===== src/rtl/rr_fft_sched.sv =====
module rr_fft_sched #(
  parameter int NUM_ENG = 8,
  parameter int BLK_LEN = 1024,
  parameter int DW      = 16
) (
  input  logic                      clk,
  input  logic                      rst_n,
  input  logic [2*DW-1:0]           in_data,
  output logic [2*DW-1:0]           wr_data,
  output logic [$clog2(BLK_LEN)-1:0] addr,
  output logic [NUM_ENG-1:0]        wr_en,
  output logic [NUM_ENG-1:0]        eng_start,
  input  logic [NUM_ENG-1:0]        eng_done,
  input  logic [NUM_ENG*2*DW-1:0]   eng_rd_data,
  output logic [NUM_ENG-1:0]        rd_en,
  output logic [2*DW-1:0]           out_data,
  output logic                      out_valid,
  output logic                      out_sof,
  output logic                      overrun
);
  localparam int AW = $clog2(BLK_LEN);
  localparam int EW = $clog2(NUM_ENG);
  localparam int CW = AW + EW;
  localparam int W2 = 2 * DW;
  localparam logic [CW-1:0] FIRST_RD = CW'((NUM_ENG - 1) * BLK_LEN);
  localparam logic [AW-1:0] LAST_ADR = AW'(BLK_LEN - 1);
  localparam logic [NUM_ENG-1:0] ONE = NUM_ENG'(1);

  logic [CW-1:0] cnt;
  logic [EW-1:0] wr_idx, rd_idx;
  logic          live_q, rd_act;

  assign wr_idx  = cnt[CW-1:AW];
  assign rd_idx  = wr_idx + EW'(1);
  assign addr    = cnt[AW-1:0];
  assign wr_data = in_data;
  assign wr_en   = ONE << wr_idx;
  assign rd_act  = live_q | (cnt == FIRST_RD);
  assign rd_en   = rd_act ? (ONE << rd_idx) : '0;

  always_ff @(posedge clk) begin
    if (!rst_n) begin
      cnt       <= '0;
      live_q    <= 1'b0;
      eng_start <= '0;
      out_data  <= '0;
      out_valid <= 1'b0;
      out_sof   <= 1'b0;
      overrun   <= 1'b0;
    end else begin
      cnt       <= cnt + CW'(1);
      live_q    <= rd_act;
      eng_start <= (addr == LAST_ADR) ? (ONE << wr_idx) : '0;
      out_data  <= eng_rd_data[rd_idx*W2 +: W2];
      out_valid <= rd_act;
      out_sof   <= rd_act && (addr == '0);
      if (rd_act && addr == '0 && !eng_done[rd_idx])
        overrun <= 1'b1;
    end
  end
endmodule


===== config.mk =====
export PLATFORM = sky130hd
export DESIGN_NAME = rr_fft_sched
export DESIGN_NICKNAME = d
export VERILOG_FILES = /design/src/rtl/rr_fft_sched.sv
export SDC_FILE = /design/constraint.sdc
export NUM_CORES = 1
export LEC_CHECK = 0
export BUFFER_PORTS_ARGS = -buffer_cell sky130_fd_sc_hd__buf_2
export CELL_PAD_IN_SITES_DETAIL_PLACEMENT = 1
export CELL_PAD_IN_SITES_GLOBAL_PLACEMENT = 1
export CORE_AREA = 2 2 155 157
export CTS_CLUSTER_DIAMETER = 30
export DETAILED_ROUTE_END_ITERATION = 6
export DIE_AREA = 0 0 157 159
export PLACE_DENSITY = 0.72
export SETUP_SLACK_MARGIN = 0.02
export SLEW_MARGIN = 20
export SYNTH_ARGS = -nofsm -noshare
export SYNTH_HDL_FRONTEND = slang
export SYNTH_SLANG_ARGS = --single-unit

===== constraint.sdc =====
create_clock -name clk -period 2.13 [get_ports clk]
set_input_delay 0.213 -clock clk [delete_from_list [all_inputs] [get_ports clk]]
set_output_delay 0.213 -clock clk [all_outputs]
set_load 0.05 [all_outputs]

==> results.toml, run 1 <==
[global_route]
grt_start_max_net_pins = 41
grt_pass1_wl_microns = 26800
grt_overflow = 0
track_usage_pct = 14.2
grt_pass1_vias = 4467
grt_antenna_before_repair = 5

[sta]
slew_headroom_pct = 64.0
tightest_slew_ps = 535
final_max_slew_viol_count = 0
setup_viol = 0
rsz0062_at_grt = "no"
post-route-period-util_pct = 94.5
finalClockSkew_ps = 9.85
hold_viol = 0
max_freq_ghz = 0.497
finalWorstSetupSlack_ps = 117
period_needed_ps = 2010

[worst_setup_path]
crit_required_ps = 1920
slowest_stage = "dfxtp_2"
cp_slowest_stage_delay_ps = 340
startpoint_type = "register"
worstReg2RegStart = "cnt[10]"
crit_chain = "nor4_4 > buf_4 > a41oi_4 > buf_12 > nor3b_4 > buf_6"
crit_type = "register to primary output"
reg2regPathDepth = 6
reg2reg_to = "overrun"
end_kind = "primary output"
arrival_ps = 1800
worstPathMaxFanout = 5
regToRegSetupSlack_ps = 150

[synth]
yosysTopAreaCell = "mux4_2"
synth.distinct_cells = 35
synth_fp_nets = 661
syn-mean-instance-area_sq_um = 11.8
yosysMostFrequentCell = "mux4_2"
async_flop_share_pct = 0
synthFlopType = "dfxtp_1"
synth_edf_count = 0
synthTopCellsByCount = "mux4_2, dfxtp_1, buf_4"
ys_seq_area_share_pct = 26.8
yosysWarnings = 0
ys_ff_latch = 56
syn-cell-area_sq_um = 4180
synth.area.top_cells = "mux4_2, dfxtp_1, mux2i_1"
synth_cells = 353
yosysTopAreaCellShare_pct = 35.0

[clock_network]
numCtsBuffers = 5
clkSinkCount = 56
htreeDepth = 2
cts_buffer_depth = 2
clkTransAtPathRegs_ps = 90
cts-root-buf = "clkbuf_16"
insertion_delay_ps = 310
tritoncts = "done"

[detailed_routing]
drcViolationCount = 0
top_layer_used = "met5"
wl_met2_microns = 9720
via_per_inst = 4.32
drt_iter0_markers = 191
post_drt_wl_per_cell_microns = 19.1
m1WireLength_microns = 6930
wl_met3_microns = 1350
ant_nets = 0
drt_pass1_iterations = 4
num_vias = 4164
routed_wl_microns = 18400

[min_path]
min_path_cells = 3
hp-start = "rst_n"
holdPathEnd = "cnt[11]"
min_path_type = "primary input to register"

[place]
dp.cells = 953
globalplace.congestion = 0.908
place_area_sq_um = 6020
dp_slack_ps = 184
hpwl_microns = 15500
port_buffers = 334

[floorplan]
io_pins = 399
start_util_pct = 18.0
die-area_sq_um = 25000
coreArea_sq_um = 23200
dieHeight_microns = 159
die-width_microns = 157
rows = 56

[power]
power.leakage_nw = 3.08
ir_drop_uv = 263
power_density_nw_per_um2 = 417

[job]
cap_violations = 0

[finish]
drive_above_1_share_pct = 69.9
syn2layout_area_growth_pct = 51.3
postLayoutCellArea_sq_um = 6320
final_nets = 951
fin_cells = 964

[status]
status = "finished clean"
==> worst max-delay path by stage <==
stage / start / slack [ps] / endpoint
after global routing: cnt[7] / 40 / rd_en[7]
after floorplan: cnt[12] / -110 / rd_en[5]
after CTS: cnt[10] / -5 / rd_en[6]
final: cnt[7] / 120 / rd_en[7]
after detailed placement: cnt[10] / 180 / overrun
after global placement: cnt[10] / 220 / overrun
==> area by class of cell <==
type / count / area [sq um]
Fill cell: 2748 / 16900
Timing Repair Buffer: 350 / 1920
Multi-Input combinational cell: 223 / 2700
Inverter: 7 / 26.3
Tap cell: 319 / 399
Clock buffer: 5 / 125
Antenna cell: 1 / 2.50
Clock inverter: 3 / 25.0
Sequential cell: 56 / 1130
==> worst max-delay path, delay by kind of cell (launching register included) <==
| family | cells | cell delay [ps] |
|---|---|---|
| buf+inv | 3 | 530 |
| compound gates | 1 | 140 |
| flops | 1 | 340 |
| simple gates | 2 | 470 |
==> sequential cells by signal (all words and copies together), names as in the netlist <==
| name | cells |
|---|---|
| out_data | 32 |
| overrun | 1 |
| live_q | 1 |
| cnt | 13 |
| eng_start | 8 |
| out_sof | 1 |
==> cells by family (layout without fill, tap and decap cells) <==
kind of cell	Yosys count	count (layout)	synth area share (%)
AOI/OAI and AO/OA	17	17	2.84
muxes	100	100	43.8
adders and majority gates	10	10	2.99
xor gates and xnor gates	3	3	0.629
DFF	56	56	26.8
other	0	1	0
buffers and inverters	74	365	11.7
and+or+nand+nor	93	93	11.2
==> layout by cell type, fill, tap and decap left out, drive strengths merged <==
| cell type | count |
|---|---|
| dfxtp | 56 |
| and2 | 10 |
| a21oi | 6 |
| nand2 | 11 |
| clkbuf | 6 |
| buf | 349 |
| o311ai | 1 |
| ha | 10 |
| mux2 | 1 |
| nand3 | 6 |
| o21ai | 4 |
| or3 | 3 |
| nor2b | 6 |
| nor2 | 41 |
| a41oi | 1 |
| nor3b | 3 |
| o31ai | 4 |
| mux4 | 66 |
| nor3 | 2 |
| xnor2 | 1 |
| xor2 | 2 |
| nand4 | 2 |
| or4 | 3 |
| inv | 9 |
| clkinvlp | 1 |
| mux2i | 33 |
| o41ai | 1 |
| diode | 1 |
| and3 | 3 |
| nor4 | 3 |
==> timing repair <==
| action | CTS | global route |
|---|---|---|
| gates cloned | 0 | 1 |
| gates resized for setup | 10 | 20 |
| setup buffers | 2 | 0 |
| endpoints found under the setup margin | 8 | 8 |
| hold buffers | 0 | 0 |
| pin swaps | 1 | 3 |
==> metrics by stage <==
step / util (%) / hold WS (ps) / TNS, ps / total power, mW
final: 27.3 / 251 / 0 / 2.64
after CTS: 26.8 / 235 / -5.02 / 2.72
after detailed placement: 26.0 / 426 / 0 / 1.75
after global placement: 26.0 / 426 / 0 / 1.73
after floorplan: - / 468 / -388 / 1.58
after global routing: 27.3 / 254 / 0 / 2.78
==> power breakdown <==
| part | internal [mW] | switching, mW |
|---|---|---|
| clock network | 0.448 | 0.472 |
| registers | 1.08 | 0.0180 |
| logic | 0.310 | 0.308 |
| total | 1.84 | 0.798 |
==> metal layers <==
layer	up-vias	track usage, %
met5	-	0
met4	4	3.59
met3	24	3.95
met2	212	26.3
met1	2047	15.9
li1	1877	-
Power figures use the tool's default switching activity.
==> run 2, diff against run 1 <==
==> constraint.sdc (replaced) <==
create_clock -name clk -period 1.67 [get_ports clk]
set_input_delay 0.167 -clock clk [delete_from_list [all_inputs] [get_ports clk]]
set_output_delay 0.167 -clock clk [all_outputs]
set_load 0.05 [all_outputs]
==> run 2 against run 1 <==
- the run now ends with negative setup slack left
- sequential power increased by 27%
- global-route usage increased by 1.4 points
- routed wire length increased by 9.9%
- critical path type unchanged
- largest power group unchanged
- highest routed layer is now met4
==> results.toml, run 2 (synthesis gave the netlist of run 1 again) <==
[status]
status = "finished with violations"
failed_checks = "negative setup slack"

[worst_setup_path]
cp_slowest_stage_delay_ps = 350
slowest_stage = "dfxtp_2"
crit_type = "register to primary output"
path_buf_inv = 3
startpoint_type = "register"
crit_chain = "nor4_4 > buf_4 > a41oi_4 > buf_12 > nor3b_4 > buf_6"
end_kind = "primary output"
arrival_ps = 1770
crit_family = "buffers and inverters"
crit_required_ps = 1500
worstPathMaxFanout = 9

[floorplan]
die-area_sq_um = 25000
rows = 56
coreArea_sq_um = 23200
die-width_microns = 157
dieHeight_microns = 159
start_util_pct = 18.0
io_pins = 399

[global_route]
grt_pass1_wl_microns = 29100
grt_overflow = 0
grt_start_max_net_pins = 44
track_usage_pct = 15.7
grt_antenna_before_repair = 0
grt_pass1_vias = 4925

[detailed_routing]
routed_wl_microns = 20200
via_per_inst = 4.33
post_drt_wl_per_cell_microns = 20.2
drt_iter0_markers = 193
ant_nets = 0
drt_pass1_iterations = 4
num_vias = 4325
drcViolationCount = 0

[finish]
drive_above_1_share_pct = 72.8
layout_commonest_cell = "buf_2"
n_antenna_cell = 0
largest_reg_flops = 32
final_nets = 986
top_regs = "out_data x32, cnt x13, eng_start x8"
syn2layout_area_growth_pct = 65.9
regMostFlops = "out_data"
mostFrequentLayoutCells = "buf_2, mux4_2, dfxtp_1"
postLayoutCellArea_sq_um = 6940

[sta]
final_max_slew_viol_count = 0
rsz0062_at_grt = "yes"
period_needed_ps = 1940
max_freq_ghz = 0.516
hold_viol = 0
finalClockSkew_ps = 11.5
slew_headroom_pct = 75.2
holdWs_ps = 209
post-route-period-util_pct = 116
setup_viol = 43
tightest_slew_ps = 369
finalWorstSetupSlack_ps = -269

[power]
ir_drop_uv = 333
power_density_nw_per_um2 = 488
power.leakage_nw = 3.33

[place]
port_buffers = 334
globalplace.congestion = 0.860
hpwl_microns = 15800
place_area_sq_um = 6290

[clock_network]
cts_buffer_depth = 2
insertion_delay_ps = 310
htreeDepth = 2
clkTransAtPathRegs_ps = 90
cts-root-buf = "clkbuf_16"
clkSinkCount = 56
hold_buffers = 0
tritoncts = "done"
numCtsBuffers = 5

[job]
cap_violations = 0

[min_path]
min_path_type = "primary input to register"
run 2: timing repair:
| item | in CTS | in global routing |
|---|---|---|
| pin swaps | 3 | 5 |
| cloned | 5 | 3 |
| gates resized for setup | 45 | 19 |
| buffers inserted | 8 | 3 |
| endpoints found under the setup margin | 47 | 48 |
run 2: final timing paths:
kind / start / to / slack [ps] / cells after the start
setup / recovery: cnt[2] / rd_en[5] / -270 / 6
hold / removal: rst_n / cnt[11] / 210 / 3
setup reg to reg: cnt[10] / overrun / -180 / 6
hold reg to reg: cnt[12] / cnt[12] / 500 / 2
run 2: cell type report:
cell class	instances	area (sq um)
fill	2713	16300
inverter	7	33.8
sequential	56	1130
multi-input combinational	223	2770
tap	319	399
clock buffer	5	125
clock inverter	3	25.0
timing repair buffer	385	2450
run 2: power by group:
| part | leakage [nW] | internal [mW] | total (mW) | switching, mW |
|---|---|---|---|---|
| logic | 2.80 | 0.409 | 0.819 | 0.410 |
| registers | 0.464 | 1.38 | 1.40 | 0.0187 |
| clock network | 0.0708 | 0.571 | 1.17 | 0.595 |
run 2: stage by stage:
step	std cells	util, %	setup WS, ps	total power [mW]	setup TNS [ps]
after floorplan	353	-	-288	2.02	-9290
after global placement	975	27.1	-124	2.23	-419
after detailed placement	975	27.1	-161	2.25	-2020
after CTS	995	29.4	-280	3.47	-6540
after global routing	998	29.9	-343	3.58	-8320
final	998	29.9	-269	3.38	-5020
run 2: worst reg2reg max path, stage by stage (launching register included):
cell	delay (ps)
dfxtp_4	390
buf_12	110
inv_8	30
ha_4	310
mux4_2	500
mux2_4	270
o31ai_2	160
run 2: per-layer routing:
metal	vias up	routed length, microns	track usage (%)
li1	1947	-	-
met1	2141	8010	18.5
met2	207	10500	28.1
met3	30	1250	3.35
met4	0	466	4.84
met5	-	0	0
==> run 3, diff against run 2 <==
--- a/config.mk
+++ b/config.mk
@@ -12,8 +12,8 @@
 export CTS_CLUSTER_DIAMETER = 30
 export DETAILED_ROUTE_END_ITERATION = 6
 export DIE_AREA = 0 0 157 159
-export PLACE_DENSITY = 0.72
-export SETUP_SLACK_MARGIN = 0.02
+export PLACE_DENSITY = 0.7
+export SETUP_SLACK_MARGIN = 0.3
 export SLEW_MARGIN = 20
 export SYNTH_ARGS = -nofsm -noshare
 export SYNTH_HDL_FRONTEND = slang
==> constraint.sdc (replaced) <==
create_clock -name clk -period 2 [get_ports clk]
set_input_delay 0.2 -clock clk [delete_from_list [all_inputs] [get_ports clk]]
set_output_delay 0.2 -clock clk [all_outputs]
set_load 0.05 [all_outputs]
==> run 3 against run 2 <==
- the flow still finishes with violations (negative setup slack)
- critical path type unchanged
- routed wire length grew 11%
- combinational power shrank 15%
- sequential share of layout area decreased by 0.84 points
- flip-flop and latch count did not move
- register-to-register slack improved by 180 ps
- clock skew about the same
- sequential power shrank 16%
- highest routed layer is now met5
- clock-buffer cell count unchanged
- hold slack better by 35 ps
- critical endpoint is now rd_en[4]
==> results.toml, run 3 (synthesis gave the netlist of run 1 again) <==
[status]
status = "finished with violations"
failed_checks = "negative setup slack"

[min_path]
min_path_type = "primary input to register"
min_path_cells = 3
holdPathEnd = "cnt[10]"
hp-start = "rst_n"

[power]
power.leakage_nw = 3.47
power_density_nw_per_um2 = 384
design_power_total_mw = 2.81
ir_drop_uv = 288

[sta]
post-route-period-util_pct = 102
finalWorstSetupSlack_ps = -34.9
hold_viol = 0
tns_ps = -156
finalClockSkew_ps = 11.6
slew_headroom_pct = 61.6
max_freq_ghz = 0.491
tightest_slew_ps = 570
rsz0062_at_grt = "yes"
final_max_slew_viol_count = 0
setup_viol = 8
period_needed_ps = 2030

[clock_network]
cts_buffer_depth = 2
insertion_delay_ps = 310
htreeDepth = 2
clkTransAtPathRegs_ps = 80
cts-root-buf = "clkbuf_16"
tritoncts = "done"
clkSinkCount = 56
numCtsBuffers = 5
hold_buffers = 0

[finish]
fillCellCount = 2671
drive_above_1_share_pct = 74.7
final_nets = 998
mostFrequentLayoutCells = "buf_2, mux4_2, dfxtp_1"
layout_commonest_cell = "buf_2"
largest_reg_flops = 32
top_regs = "out_data x32, cnt x13, eng_start x8"
regMostFlops = "out_data"
postLayoutCellArea_sq_um = 7320
syn2layout_area_growth_pct = 75.1

[worst_setup_path]
reg2reg_to = "out_data[10]"
arrival_ps = 1830
reg2regPathDepth = 10
crit_required_ps = 1800
crit_type = "register to primary output"
worstReg2RegStart = "cnt[10]"
startpoint_type = "register"
regToRegSetupSlack_ps = 0
end_kind = "primary output"
worstPathMaxFanout = 6

[place]
port_buffers = 334
place_area_sq_um = 6160
globalplace.congestion = 0.839
hpwl_microns = 17000

[floorplan]
dieHeight_microns = 159
coreArea_sq_um = 23200
die-width_microns = 157
io_pins = 399
die-area_sq_um = 25000
rows = 56
start_util_pct = 18.0

[global_route]
grt_antenna_before_repair = 6
grt_pass1_wl_microns = 30100
grt_overflow = 0
grt_start_max_net_pins = 36
track_usage_pct = 16.4
grt_pass1_vias = 4758

[detailed_routing]
num_vias = 4416
drt_iter0_markers = 212
via_per_inst = 4.35
routed_wl_microns = 22500
drcViolationCount = 0
ant_nets = 0
post_drt_wl_per_cell_microns = 22.1
drt_pass1_iterations = 4

[job]
cap_violations = 0
-- run 3: cell count changes in the layout (fill, tap and decap cells not counted), sizes merged --
cell,before,now
diode,0,5
buf,382,389
clkbuf,8,13
clkinv,1,0
inv,8,9
-- run 3: power by group --
part	switching, mW	total [mW]	internal, mW
registers	0.0148	1.17	1.15
clock network	0.470	0.946	0.476
logic	0.361	0.700	0.339
-- run 3: through the flow --
step / hold WS, ps / util (%) / worst slack, ps / std cells
floorplan: 450 / - / 41.7 / 353
global placement: 400 / 26.6 / 80.6 / 959
detailed placement: 400 / 26.6 / 41.3 / 959
CTS: 230 / 29.1 / -58.8 / 983
global route: 248 / 31.5 / -95.6 / 1013
finish: 245 / 31.6 / -34.9 / 1015
-- run 3: timing repair --
item	CTS	global route
cloned	7	8
endpoints found under the setup margin	49	49
pin swaps	6	6
buffers inserted	9	19
hold endpoints to repair	0	0
gates resized for setup	43	51
-- run 3: worst max-delay path, cell delays in order (launching register included) --
cell and delay [ps]:
dfxtp_2 340, inv_2 50, ha_4 140, nor2b_4 130, a41oi_4 480, buf_6 190
nor2b_4 50, buf_12 140
-- run 3: layout make-up --
type / instances / area (sq um) / share of cell area [%]
Multi-Input combinational cell: 223 / 2810 / 38.3
Clock inverter: 3 / 25.0 / 0.342
Clock buffer: 5 / 125 / 1.71
Antenna cell: 5 / 12.5 / 0.171
Inverter: 7 / 33.8 / 0.462
Sequential cell: 56 / 1130 / 15.5
Tap cell: 319 / 399 / 5.45
Timing Repair Buffer: 397 / 2780 / 38.0
-- run 3: how the worst max path moves through the flow --
stage	startpoint	end	slack, ps	cells past startpoint
2_1_floorplan	cnt[10]	overrun	40	7
3_3_place_gp	cnt[10]	rd_en[3]	80	6
3_5_place_dp	cnt[10]	rd_en[1]	40	6
4_1_cts	cnt[10]	rd_en[4]	-60	6
5_1_grt	cnt[7]	rd_en[4]	-100	5
6_report	cnt[1]	rd_en[4]	-30	7
-- run 3: routing by layer --
layer	routed length [microns]	track usage (%)	vias to the layer above	share of wire, %
li1	-	-	1978	-
met1	8800	19.4	2167	39
met2	11700	29.0	250	52
met3	1740	4.82	19	7.7
met4	185	3.96	2	0.82
met5	16	0	-	0.071
